--- src/rtl/dcap_pkg.sv ---
package dcap_pkg;
   typedef enum logic [1:0] {
      EDGE_OFF  = 2'd0,
      EDGE_RISE = 2'd1,
      EDGE_FALL = 2'd2,
      EDGE_ANY  = 2'd3
   } edge_sel_e;

   localparam int unsigned NUM_SLOTS = 2;
   localparam int unsigned SLOT_IDX_W = 2;
endpackage

--- src/rtl/dcap_sync.sv ---
module dcap_sync #(
   parameter int unsigned STAGES    = 2,
   parameter bit          RST_LEVEL = 1'b0
) (
   input  logic clk,
   input  logic rst_n,
   input  logic din,
   output logic dout
);
   localparam int unsigned LAST = STAGES - 1;

   logic [STAGES-1:0] stg_q;

   generate
      if (STAGES < 2) begin : g_bad_depth
         $error("dcap_sync needs at least two stages");
      end
      for (genvar g = 0; g < STAGES; g++) begin : g_stage
         if (g == 0) begin : g_head
            always_ff @(posedge clk) begin
               if (!rst_n) stg_q[g] <= RST_LEVEL;
               else        stg_q[g] <= din;
            end
         end else begin : g_tail
            always_ff @(posedge clk) begin
               if (!rst_n) stg_q[g] <= RST_LEVEL;
               else        stg_q[g] <= stg_q[g-1];
            end
         end
      end
   endgenerate

   assign dout = stg_q[LAST];
endmodule

--- src/rtl/dcap_edge_qual.sv ---
module dcap_edge_qual
   import dcap_pkg::*;
#(
   parameter bit RST_LEVEL = 1'b0
) (
   input  logic      clk,
   input  logic      rst_n,
   input  logic      smp,
   input  edge_sel_e mode,
   output logic      hit
);
   logic prev_q;
   logic rose;
   logic fell;

   always_ff @(posedge clk) begin
      if (!rst_n) prev_q <= RST_LEVEL;
      else        prev_q <= smp;
   end

   assign rose = smp & ~prev_q;
   assign fell = ~smp & prev_q;

   always_comb begin
      unique case (mode)
         EDGE_RISE: hit = rose;
         EDGE_FALL: hit = fell;
         EDGE_ANY:  hit = rose | fell;
         default:   hit = 1'b0;
      endcase
   end
endmodule

--- src/rtl/dcap_slot_ctrl.sv ---
module dcap_slot_ctrl
   import dcap_pkg::*;
#(
   parameter int unsigned CNT_W = 32
) (
   input  logic             clk,
   input  logic             rst_n,
   input  logic             hit,
   input  logic             dir_in,
   input  logic             sel_second,
   input  logic             rearm,
   input  edge_sel_e        mode,
   input  logic [CNT_W-1:0] count_in,
   output logic [CNT_W-1:0] slot0,
   output logic [CNT_W-1:0] slot1,
   output logic             evt
);
   localparam logic [SLOT_IDX_W-1:0] FULL = SLOT_IDX_W'(NUM_SLOTS);

   edge_sel_e              mode_prev_q;
   logic [SLOT_IDX_W-1:0]  used_q;
   logic                   arm_now;
   logic                   take;
   logic                   evt_q;
   logic [CNT_W-1:0]       slot_q [NUM_SLOTS];
   logic [SLOT_IDX_W-1:0]  evt_idx;

   assign arm_now = rearm | ((mode_prev_q == EDGE_OFF) && (mode != EDGE_OFF));
   assign take    = hit & dir_in & ~arm_now & (used_q < FULL);
   assign evt_idx = sel_second ? SLOT_IDX_W'(1) : SLOT_IDX_W'(0);

   always_ff @(posedge clk) begin
      if (!rst_n) mode_prev_q <= EDGE_OFF;
      else        mode_prev_q <= mode;
   end

   always_ff @(posedge clk) begin
      if (!rst_n)       used_q <= '0;
      else if (arm_now) used_q <= '0;
      else if (take)    used_q <= used_q + SLOT_IDX_W'(1);
   end

   generate
      for (genvar g = 0; g < NUM_SLOTS; g++) begin : g_slot
         always_ff @(posedge clk) begin
            if (!rst_n)
               slot_q[g] <= '0;
            else if (take && (used_q == SLOT_IDX_W'(g)))
               slot_q[g] <= count_in;
         end
      end
   endgenerate

   always_ff @(posedge clk) begin
      if (!rst_n) evt_q <= 1'b0;
      else        evt_q <= take && (used_q == evt_idx);
   end

   assign slot0 = slot_q[0];
   assign slot1 = slot_q[1];
   assign evt   = evt_q;
endmodule

--- src/rtl/dual_capture_unit.sv ---
module dual_capture_unit
   import dcap_pkg::*;
#(
   parameter int unsigned CNT_W       = 32,
   parameter int unsigned SYNC_STAGES = 2,
   parameter bit          PIN_IDLE    = 1'b0
) (
   input  logic             clk,
   input  logic             rst_n,
   input  logic             pin_in,
   input  logic [CNT_W-1:0] count_in,
   input  logic [1:0]       edge_mode,
   input  logic             pin_is_input,
   input  logic             evt_on_second,
   input  logic             rearm,
   output logic [CNT_W-1:0] cap_first,
   output logic [CNT_W-1:0] cap_second,
   output logic             cap_event
);
   generate
      if (CNT_W < 1) begin : g_bad_width
         $error("dual_capture_unit: CNT_W must be positive");
      end
      if (NUM_SLOTS != 2) begin : g_bad_slots
         $error("dual_capture_unit: exactly two slots are supported");
      end
   endgenerate

   edge_sel_e mode_e;
   logic      pin_sync;
   logic      edge_hit;

   assign mode_e = edge_sel_e'(edge_mode);

   dcap_sync #(
      .STAGES   (SYNC_STAGES),
      .RST_LEVEL(PIN_IDLE)
   ) u_sync (
      .clk (clk),
      .rst_n(rst_n),
      .din (pin_in),
      .dout(pin_sync)
   );

   dcap_edge_qual #(
      .RST_LEVEL(PIN_IDLE)
   ) u_qual (
      .clk  (clk),
      .rst_n(rst_n),
      .smp  (pin_sync),
      .mode (mode_e),
      .hit  (edge_hit)
   );

   dcap_slot_ctrl #(
      .CNT_W(CNT_W)
   ) u_slots (
      .clk       (clk),
      .rst_n     (rst_n),
      .hit       (edge_hit),
      .dir_in    (pin_is_input),
      .sel_second(evt_on_second),
      .rearm     (rearm),
      .mode      (mode_e),
      .count_in  (count_in),
      .slot0     (cap_first),
      .slot1     (cap_second),
      .evt       (cap_event)
   );
endmodule

--- config.mk ---
export PLATFORM = sky130hd
export DESIGN_NAME = dual_capture_unit
export DESIGN_NICKNAME = d
export VERILOG_FILES = /design/src/rtl/dcap_pkg.sv /design/src/rtl/dcap_sync.sv /design/src/rtl/dcap_edge_qual.sv /design/src/rtl/dcap_slot_ctrl.sv /design/src/rtl/dual_capture_unit.sv
export SDC_FILE = /design/constraint.sdc
export NUM_CORES = 1
export LEC_CHECK = 0
export BUFFER_PORTS_ARGS = -buffer_cell sky130_fd_sc_hd__clkbuf_2
export CORE_MARGIN = 8
export CORE_UTILIZATION = 51
export CTS_BUF_LIST = sky130_fd_sc_hd__clkbuf_2
export DETAILED_ROUTE_END_ITERATION = 10
export GPL_TIMING_DRIVEN = 0
export PLACE_DENSITY = 0.82
export SKIP_LAST_GASP = 1
export SLEW_MARGIN = 40
export SYNTH_ARGS = -nofsm -noshare
export SYNTH_HDL_FRONTEND = slang
export SYNTH_SLANG_ARGS = --single-unit
--- constraint.sdc ---
create_clock -name clk -period 4.6 [get_ports clk]
set_input_delay 0.23 -clock clk [delete_from_list [all_inputs] [get_ports clk]]
set_output_delay 0.23 -clock clk [all_outputs]
set_load 0.01 [all_outputs]
==> flow_summary.json, run 1 <==
{
  "worst-r2r-cell-count": 8,
  "dpl.cell_count": 369,
  "setup.worst_path.end": "u_slots.slot_q[1][11]",
  "cp.required_ns": 4.80,
  "end_kind": "flop",
  "htreeDepth": 3,
  "wl_met2_um": 3450,
  "drtIter0Drc": 104,
  "yosysSeqAreaShare_pct": 73.0,
  "status": "completed",
  "final_area_um2": 3670,
  "finalCritPeriodShare_pct": 56.7,
  "cts_buffers": 9,
  "netlist_instances": 189,
  "cts_max_path_buffers": 2,
  "drc": 0,
  "powerDensity_nw_per_um2": 318,
  "post_cts_buffers": 0,
  "synth_warnings": 0,
  "netlist_area_um2": 2850,
  "r2r_end": "u_slots.slot_q[1][11]",
  "finalWirelength_um": 6540,
  "final_layout_size_suffix_gt1_share_pct": 43.0,
  "slew_headroom_pct": 60.3,
  "ys_ff_latch": 72,
  "place_ws_ns": 1.99,
  "place.gp.congestion": 0.708,
  "wl_met3_um": 546,
  "drv_cap": 0,
  "p_sw_share_pct": 22.1,
  "mostFrequentLayoutCell": "clkbuf_2",
  "hpwl_um": 4960,
  "drv_slew": 0,
  "io_buffer_count": 104,
  "p_comb_share_pct": 7.7,
  "root_buffer": "clkbuf_2",
  "p_int_mw": 0.910,
  "fin_ws_ns": 1.99,
  "grtUsageTotal_pct": 15.9,
  "grt-ovfl-total": 0,
  "die_w_um": 90.8,
  "vdd_ir_drop_max_v": 0.000177,
  "min_period_ns": 2.61,
  "mostFrequentLayoutCells": "118 x clkbuf_2, 65 x and3_1, 64 x edfxtp_1",
  "netlist.top_cell.by_area": "edfxtp_1",
  "fillerInstances": 418,
  "die-area_um2": 8240,
  "start_util_pct": 52.4,
  "synth.top_cells.by_area": "edfxtp_1 67%, and3_1 14%, dfxtp_1 5.6%",
  "syn_nets": 233,
  "synthDistinctLibCells": 23,
  "crit_fanout": 10,
  "yosysTopAreaCellShare_pct": 67.4,
  "hold_buffers": 3,
  "n_antenna_cell": 0,
  "via_count": 1946,
  "synth.avg_cell_area_um2": 15.1,
  "grt_pass1_vias": 2049,
  "cts_resized": 0,
  "highest_layer": "met4",
  "critPathLaunchType": "flop",
  "finClkSkew_ns": 0.0197,
  "clkPwrFrac_pct": 28.8,
  "dpl_cell_area_um2": 3540,
  "timing.fmax_ghz": 0.384,
  "fin_util_pct": 67.5,
  "seqPwrFrac_pct": 63.4,
  "nets": 355,
  "cts_tree": "yes",
  "cp-startpoint": "u_sync.dout",
  "wl_per_cell_um": 16.9,
  "worst_pin_slew_ns": 0.593,
  "grt_pass1_wl_um": 10200,
  "grt_max_degree": 19,
  "viasPerCell": 5.02,
  "rsz0062_at_grt": "false",
  "core_area_um2": 5440,
  "cts.sinks": 72,
  "hp-class": "in2reg",
  "grt_antenna_before_repair": 0,
  "rr_startpoint": "u_sync.dout",
  "rows": 27,
  "ios": 105,
  "drt-met1-wl_um": 2470,
  "p_sw_mw": 0.259,
  "first_pass_iters": 4,
  "path_clk_slew_ns": 0.18,
  "syn_to_final_growth_pct": 28.8,
  "hold_viol_final": 0,
  "die_h_um": 90.8,
  "clk_latency_ns": 0.48,
  "ant_nets": 0,
  "setup.worst_path.class": "reg2reg",
  "p_leak_nw": 1.82,
  "regToRegSetupSlack_ns": 1.99,
  "setup_viol_count_final": 0,
  "layout.cells.non_filler": 388,
  "arrival_ns": 2.81
}
## critical path, stage by stage (launching register included)
cell      delay [ns]
dfxtp_1         0.40
inv_1           0.06
ha_1            0.28
nand2b_1        0.14
a21oi_1         0.25
nor2_1          0.18
o31ai_4         0.55
buf_4           0.29
buf_4           0.19
## synthesized netlist by cell type
cell type and instances:
inv_1 5, nor2b_1 2, o21ai_1 3, a21oi_1 1, edfxtp_1 64, ha_1 4, nand2b_1 4, o21a_4 1
nor2_1 2, or2_4 1, o31ai_1 1, nand2_1 5, dfxtp_1 8, and3_1 65, a21oi_4 1, a21o_1 1
clkbuf_1 6, xnor2_1 1, buf_2 1, and4b_1 1, mux2i_1 1, and2_1 5, buf_6 6
## sequential cells by signal, summed over array words and instances (netlist names)
name / cells
u_sync.stg_q: 1
u_slots.slot_q: 64
u_slots.used_q: 2
u_slots.mode_prev_q: 2
u_qual.prev_q: 1
u_slots.evt: 1
u_sync.dout: 1
## worst min-delay path by stage
stage                     cells past startpoint  slack (ns)            start                      to
after floorplan                               1        0.35     edge_mode[0]  u_slots.mode_prev_q[0]
after global placement                        1        0.42  u_sync.stg_q[0]             u_sync.dout
after detailed placement                      1        0.43  u_sync.stg_q[0]             u_sync.dout
after CTS                                     2      0.0007      count_in[9]    u_slots.slot_q[1][9]
after global routing                          2        0.01      count_in[6]    u_slots.slot_q[0][6]
final                                         2        0.05     count_in[16]   u_slots.slot_q[0][16]
## per-layer routing
| layer | global-route usage [%] | vias to the layer above |
|---|---|---|
| met1 | 15.6 | 919 |
| met3 | 6.23 | 9 |
| met2 | 28.7 | 67 |
| li1 | - | 951 |
| met4 | 7.64 | 0 |
| met5 | 0 | - |
## cells by family after synthesis
| kind of cell | share of synthesized area (%) |
|---|---|
| AO/OA/AOI/OAI | 2.33 |
| XOR/XNOR | 0.307 |
| adder cells (fa/ha/maj) | 1.76 |
| buffers and inverters | 3.99 |
| flip-flops | 73.0 |
| multiplexers | 0.351 |
| AND/OR/NAND/NOR | 18.3 |
## power groups by stage
stage | registers, mW | logic, mW | clock network, mW
CTS | 0.741 | 0.0919 | 0.344
floorplan | 0.769 | 0.0200 | 0
finish | 0.741 | 0.0905 | 0.337
global placement | 0.757 | 0.0809 | 0
detailed placement | 0.756 | 0.0899 | 0
global route | 0.743 | 0.0982 | 0.364
## stage by stage
stage / TNS [ns] / power, mW / hold slack, ns
detailed placement: 0 / 0.846 / 0.434
global placement: -24.20 / 0.838 / 0.422
floorplan: 0 / 0.789 / 0.352
global route: 0 / 1.21 / 0.0105
CTS: 0 / 1.18 / 0.000711
finish: 0 / 1.17 / 0.0463
## layout make-up
| cell class | instances | area (um^2) | area share [%] |
|---|---|---|---|
| Sequential cell | 72 | 2080 | 56.7 |
| Tap cell | 72 | 90.1 | 2.45 |
| Multi-Input combinational cell | 99 | 681 | 18.5 |
| Timing Repair Buffer | 111 | 601 | 16.4 |
| Clock inverter | 2 | 35.0 | 0.954 |
| Buffer | 13 | 95.1 | 2.59 |
| Clock buffer | 14 | 70.1 | 1.91 |
| Inverter | 5 | 18.8 | 0.511 |
Power figures use the tool's default switching activity.
==> run 2, diff against run 1 <==
CORE_UTILIZATION = 46   (was 51)
PLACE_DENSITY = 0.78   (was 0.82)
clock period = 2.2 ns   (was 4.6 ns; I/O delays follow)
==> run 2 against run 1 <==
Power grew 110%; cell area is 12% higher; largest power group unchanged; largest cell class unchanged; first-iteration DRC count rose by 9.6%; worst hold slack better by 0.0042 ns; flip-flop and latch count is the same; clock power grew 79%; global-route usage is 1.5 points higher; non-clock buffer count increased by 41; sequential share of layout area shrank 6.0 points; via count is 11% higher.
==> flow_summary.json, run 2 (synthesis results as in run 1) <==
{
  "grtUsageTotal_pct": 17.4,
  "rsz0062_at_grt": "false",
  "r2r_end": "u_slots.slot_q[1][20]",
  "cp.required_ns": 2.42,
  "setup.worst_path.class": "reg2reg",
  "syn_to_final_growth_pct": 44.1,
  "drv_cap": 0,
  "core_area_um2": 5960,
  "p_leak_nw": 2.01,
  "grt_pass1_vias": 2287,
  "drv_slew": 0,
  "rows": 28,
  "via_count": 2156,
  "root_buffer": "clkbuf_2",
  "path_clk_slew_ns": 0.19,
  "io_buffer_count": 104,
  "rr_startpoint": "u_sync.dout",
  "worst_pin_slew_ns": 0.391,
  "viasPerCell": 4.99,
  "die-area_um2": 8970,
  "status": "completed",
  "worst-r2r-cell-count": 8,
  "final_area_um2": 4110,
  "arrival_ns": 2.20,
  "mostFrequentLayoutCells": "114 x clkbuf_2, 65 x and3_1, 64 x edfxtp_1",
  "setup_viol_count_final": 0,
  "crit_fanout": 10,
  "drc": 0,
  "grt-ovfl-total": 0,
  "finalCritPeriodShare_pct": 90.3,
  "cts.sinks": 72,
  "ant_nets": 0,
  "timing.fmax_ghz": 0.504,
  "powerDensity_nw_per_um2": 587,
  "dpl_cell_area_um2": 3580,
  "cts_tree": "yes",
  "fillerInstances": 436,
  "vdd_ir_drop_max_v": 0.000324,
  "place.gp.congestion": 0.698,
  "die_w_um": 94.7,
  "finalWirelength_um": 7510,
  "nets": 396,
  "hp-class": "in2reg",
  "clk_latency_ns": 0.48,
  "min_period_ns": 1.99,
  "cts_max_path_buffers": 2,
  "grt_pass1_wl_um": 11800,
  "die_h_um": 94.7,
  "drtIter0Drc": 114,
  "ios": 105,
  "place_ws_ns": 0.00629,
  "n_antenna_cell": 0,
  "first_pass_iters": 4,
  "largest-register": "u_slots.slot_q",
  "final_layout_size_suffix_gt1_share_pct": 40.1,
  "cp-startpoint": "u_sync.dout",
  "hpwl_um": 5260,
  "slew_headroom_pct": 73.9,
  "setup.worst_path.end": "u_slots.slot_q[1][20]",
  "top_regs": "u_slots.slot_q: 64 flops, u_slots.mode_prev_q: 2 flops, u_slots.used_q: 2 flops",
  "fin_ws_ns": 0.214,
  "grt_antenna_before_repair": 0,
  "wl_per_cell_um": 17.4,
  "finClkSkew_ns": 0.0187,
  "start_util_pct": 47.9,
  "cts_buffers": 9,
  "regToRegSetupSlack_ns": 0.21,
  "htreeDepth": 3,
  "hold_viol_final": 0,
  "mostFrequentLayoutCell": "clkbuf_2",
  "grt_max_degree": 17,
  "largest_reg_flops": 64,
  "end_kind": "flop",
  "critPathLaunchType": "flop"
}
==> run 2: cell types whose count changed in the layout (fill, tap and decap cells not counted), sizes merged <==
| cell | before | now |
|---|---|---|
| buf | 11 | 15 |
| bufinv | 1 | 0 |
| clkbuf | 124 | 120 |
| clkinv | 1 | 5 |
| dlygate4sd3 | 3 | 40 |
| inv | 5 | 6 |
==> run 2: worst min-delay path by stage <==
| stage | from | end | slack, ns | depth (start not counted) |
|---|---|---|---|---|
| finish | rearm | u_slots.used_q[1] | 0.05 | 5 |
| detailed placement | pin_in | u_sync.stg_q[0] | 0.32 | 2 |
| global route | rearm | u_slots.used_q[0] | 0.07 | 5 |
| global placement | pin_in | u_sync.stg_q[0] | 0.32 | 2 |
| floorplan | rst_n | u_sync.dout | 0.23 | 1 |
| CTS | rearm | u_slots.used_q[1] | 0.005 | 5 |
==> run 2: area by class of cell <==
cell class,instances,area (um^2),share of cell area [%]
multi-input combinational,99,709,17.3
timing repair buffer,152,1020,24.9
sequential,72,2080,50.7
clock inverter,6,35.0,0.852
inverter,5,18.8,0.457
buffer,13,95.1,2.31
tap,75,93.8,2.28
clock buffer,10,50.0,1.22
==> run 2: where the power goes <==
part / switching (mW) / internal [mW] / total [mW]
Clock: 0.453 / 0.149 / 0.602
Sequential: 0.0167 / 1.53 / 1.55
Combinational: 0.125 / 0.137 / 0.262
==> run 2: stage by stage <==
| stage | hold slack (ns) | util (%) | total power, mW | setup TNS, ns | cells |
|---|---|---|---|---|---|
| final | 0.0505 | 69.0 | 2.41 | 0 | 432 |
| after CTS | 0.00473 | 68.8 | 2.43 | 0 | 430 |
| after global routing | 0.0738 | 69.0 | 2.52 | 0 | 432 |
| after detailed placement | 0.320 | 60.1 | 1.78 | 0 | 372 |
| after floorplan | 0.232 | - | 1.65 | -2.93 | 189 |
| after global placement | 0.320 | 59.1 | 1.76 | -24.03 | 368 |
==> run 2: metal layers <==
layer | share of wire [%] | up-vias | GRT usage (%)
met2 | 50 | 100 | 30.0
met5 | 0 | - | 0
met4 | 1.8 | 0 | 7.67
met1 | 39 | 1013 | 19.6
li1 | - | 1030 | -
met3 | 9.1 | 13 | 5.08
==> run 2: repair_timing <==
item | CTS | global route
gates resized for setup | 1 | 0
setup buffers | 2 | 2
hold buffers | 40 | 0
hold endpoints to repair | 70 | 0
gates cloned | 0 | 0
endpoints found under the setup margin | 12 | 10
pin swaps | 1 | 1
==> run 2: critical path, cell delays in order (launching register included) <==
cell and delay [ns]:
dfxtp_2 0.38, inv_1 0.04, ha_1 0.26, nand2b_4 0.15, a21oi_4 0.21, nor2_4 0.07, o31ai_4 0.26, buf_6 0.19
buf_6 0.16
==> run 3, diff against run 2 <==
ABC_AREA = 1   (was unset)
==> run 3 against run 2 <==
Sequential share of layout area rose by 1.6 points; worst setup slack got worse by 0.024 ns; non-clock buffer count fell by 14; die area fell by 0.80%; clock skew rose by 0.015 ns; clock-buffer cell count fell by 1; synthesized cell count rose by 21%; register-to-register slack got worse by 0.02 ns; clock power rose by 15%; global-route usage fell by 2.2 points; largest cell class unchanged.
==> flow_summary.json, run 3 <==
{
  "status": "completed",
  "clk_latency_ns": 0.48,
  "end_kind": "flop",
  "place.gp.congestion": 0.745,
  "gr-max-usage-layer": "met2",
  "dpl_cell_area_um2": 3440,
  "grt_pass1_vias": 2188,
  "synthDistinctLibCells": 19,
  "ys_ff_latch": 72,
  "root_buffer": "clkbuf_2",
  "netlist_instances": 228,
  "final_layout_size_suffix_gt1_share_pct": 35.3,
  "path_clk_slew_ns": 0.19,
  "worst_pin_slew_ns": 0.387,
  "wl_per_cell_um": 14.4,
  "p_leak_nw": 1.94,
  "yosysSeqAreaShare_pct": 73.7,
  "synth_warnings": 0,
  "slew_headroom_pct": 74.2,
  "drv_cap": 0,
  "netlist_area_um2": 2820,
  "hold_viol_final": 0,
  "final_area_um2": 3980,
  "rsz0062_at_grt": "false",
  "first_pass_iters": 6,
  "drc": 0,
  "arrival_ns": 2.18,
  "critPathLaunchType": "flop",
  "ant_nets": 0,
  "cpPeakStageDelay_ns": 0.39,
  "viasPerCell": 4.54,
  "finalWirelength_um": 6660,
  "drtIter0Drc": 55,
  "setup_viol_count_final": 0,
  "hp-class": "in2reg",
  "synth_most_common_cell": "nor2_1",
  "post_cts_buffers": 0,
  "die-area_um2": 8900,
  "die_h_um": 94.4,
  "grt-ovfl-total": 0,
  "powerDensity_nw_per_um2": 628,
  "cts_tree": "yes",
  "grtUsageTotal_pct": 15.1,
  "ios": 105,
  "hpwl_um": 4360,
  "mostFrequentLayoutCells": "112 x clkbuf_2, 66 x nor2_1, 64 x edfxtp_1",
  "netlist.top_cell.by_area": "edfxtp_1",
  "p_comb_share_pct": 10.3,
  "io_buffer_count": 103,
  "p_sw_mw": 0.597,
  "synth.avg_cell_area_um2": 12.4,
  "htreeDepth": 3,
  "p_int_mw": 1.91,
  "crit_path_top_delay_cell": "dfxtp_1",
  "top_regs": "u_slots.slot_q: 64 flops, u_slots.mode_prev_q: 2 flops, u_slots.used_q: 2 flops",
  "start_util_pct": 47.7,
  "cp.required_ns": 2.37,
  "syn_to_final_growth_pct": 41.1,
  "timing.fmax_ghz": 0.498,
  "grt_max_degree": 33,
  "vdd_ir_drop_max_v": 0.000455,
  "largest_reg_flops": 64,
  "yosysTopAreaCellShare_pct": 68.1,
  "n_antenna_cell": 0,
  "grt_util_met3_pct": 5.56,
  "via_count": 2103,
  "async_flop_share_pct": 0,
  "syn_nets": 272,
  "ys.flop_type": "edfxtp_1",
  "grt_antenna_before_repair": 0,
  "finalCritPeriodShare_pct": 91.4,
  "fillerInstances": 449,
  "cts_max_path_buffers": 2,
  "setup.worst_path.class": "reg2reg",
  "die_w_um": 94.4,
  "clkPwrFrac_pct": 27.8,
  "finClkSkew_ns": 0.0341,
  "cts_buffers": 9,
  "synth.top_cells.by_area": "edfxtp_1 68%, nor2_1 8.8%, inv_1 6.2%",
  "synth-edff-count": 64,
  "nets": 427,
  "grtUsageMet1_pct": 14.9,
  "mostFrequentLayoutCell": "clkbuf_2",
  "use_met2_pct": 26.4,
  "setup_tns_ns": 0,
  "min_period_ns": 2.01,
  "largest-register": "u_slots.slot_q",
  "drv_slew": 0,
  "p_sw_share_pct": 23.8,
  "seqPwrFrac_pct": 61.9,
  "cp_cell_sequence": "inv_1 > ha_1 > o21ai_2 > nand2_1 > inv_1 > nand2_1 > nand2_8",
  "grt_pass1_wl_um": 10300,
  "cts.sinks": 72,
  "rows": 28,
  "core_area_um2": 5920,
  "synthTopCellsByCount": "66 x nor2_1, 64 x edfxtp_1, 47 x inv_1, 14 x nand2_1, 8 x dfxtp_1",
  "crit_fanout": 32
}
==> run 3: cell types whose count changed in the layout (fill, tap and decap cells not counted), moves of 3 or more <==
cell | before | now
nand2_1 | 5 | 12
nor2_1 | 1 | 66
buf_4 | 3 | 0
inv_1 | 5 | 47
and2_1 | 5 | 0
and3_1 | 65 | 0
buf_6 | 9 | 6
clkbuf_1 | 6 | 0
nand2b_1 | 3 | 0
inv_2 | 0 | 3
==> run 3: stage by stage <==
step | total power, mW | utilization, % | cells | hold WS [ns] | setup slack [ns]
6_report | 2.50 | 67.3 | 463 | 0.0530 | 0.190
5_1_grt | 2.60 | 67.3 | 463 | 0.0295 | 0.0378
4_1_cts | 2.52 | 67.0 | 463 | 0.00201 | 0.0451
3_5_place_dp | 1.78 | 58.1 | 406 | 0.299 | -0.113
3_3_place_gp | 1.77 | 58.1 | 406 | 0.294 | -0.0854
2_1_floorplan | 1.67 | - | 228 | 0.203 | 0.224
==> run 3: critical path: cells and delay by family, from the launching register on <==
kind | cells | cell delay, ns
AND/OR/NAND/NOR | 3 | 0.53
AO/OA/AOI/OAI | 1 | 0.32
flip-flops | 1 | 0.39
buffers and inverters | 2 | 0.14
adder cells (fa/ha/maj) | 1 | 0.29
==> run 3: what timing repair did <==
action,4_1_cts,5_1_grt
setup endpoints to repair,64,64
endpoints found under the hold margin,72,0
pin swaps,0,0
resized for setup,2,2
hold buffers,41,0
==> run 3: power by group through the flow <==
stage                     registers (mW)  clock network (mW)  logic (mW)
final                               1.55               0.695       0.257
after global routing                1.55               0.767       0.281
after CTS                           1.55               0.710       0.255
after detailed placement            1.58                   0       0.196
after global placement              1.58                   0       0.192
after floorplan                     1.61                   0      0.0683
==> run 3: logic make-up (layout without fill, tap and decap cells) <==
| group | after synthesis | after routing | share of synthesized area (%) |
|---|---|---|---|
| flops | 72 | 72 | 73.7 |
| compound gates | 3 | 3 | 0.665 |
| fa+ha+maj | 4 | 4 | 1.77 |
| simple gates | 91 | 91 | 14.3 |
| buf+inv | 57 | 217 | 9.22 |
| xor+xnor | 1 | 1 | 0.310 |
==> run 3: worst paths after layout <==
check,cells past startpoint,startpoint,slack [ns],to
setup / recovery,7,u_sync.dout,0.19,u_slots.slot_q[1][11]
hold / removal,7,pin_is_input,0.05,u_slots.used_q[1]
setup reg to reg,7,u_sync.dout,0.19,u_slots.slot_q[1][11]
hold reg to reg,2,u_sync.stg_q[0],0.43,u_sync.dout
==> run 3: routing by layer <==
layer / up-vias / share of wire [%]
met2: 91 / 52
met4: 0 / 2.4
met1: 972 / 35
met5: - / 0
met3: 16 / 10
li1: 1024 / -
==> run 3: cell type report <==
| class | count | area (um^2) | area share [%] |
|---|---|---|---|
| clock inverter | 7 | 62.6 | 1.57 |
| buffer | 7 | 72.6 | 1.82 |
| clock buffer | 9 | 45.0 | 1.13 |
| inverter | 50 | 188 | 4.71 |
| multi-input combinational | 99 | 514 | 12.9 |
| timing repair buffer | 144 | 926 | 23.2 |
| tap | 75 | 93.8 | 2.36 |
| sequential | 72 | 2080 | 52.3 |
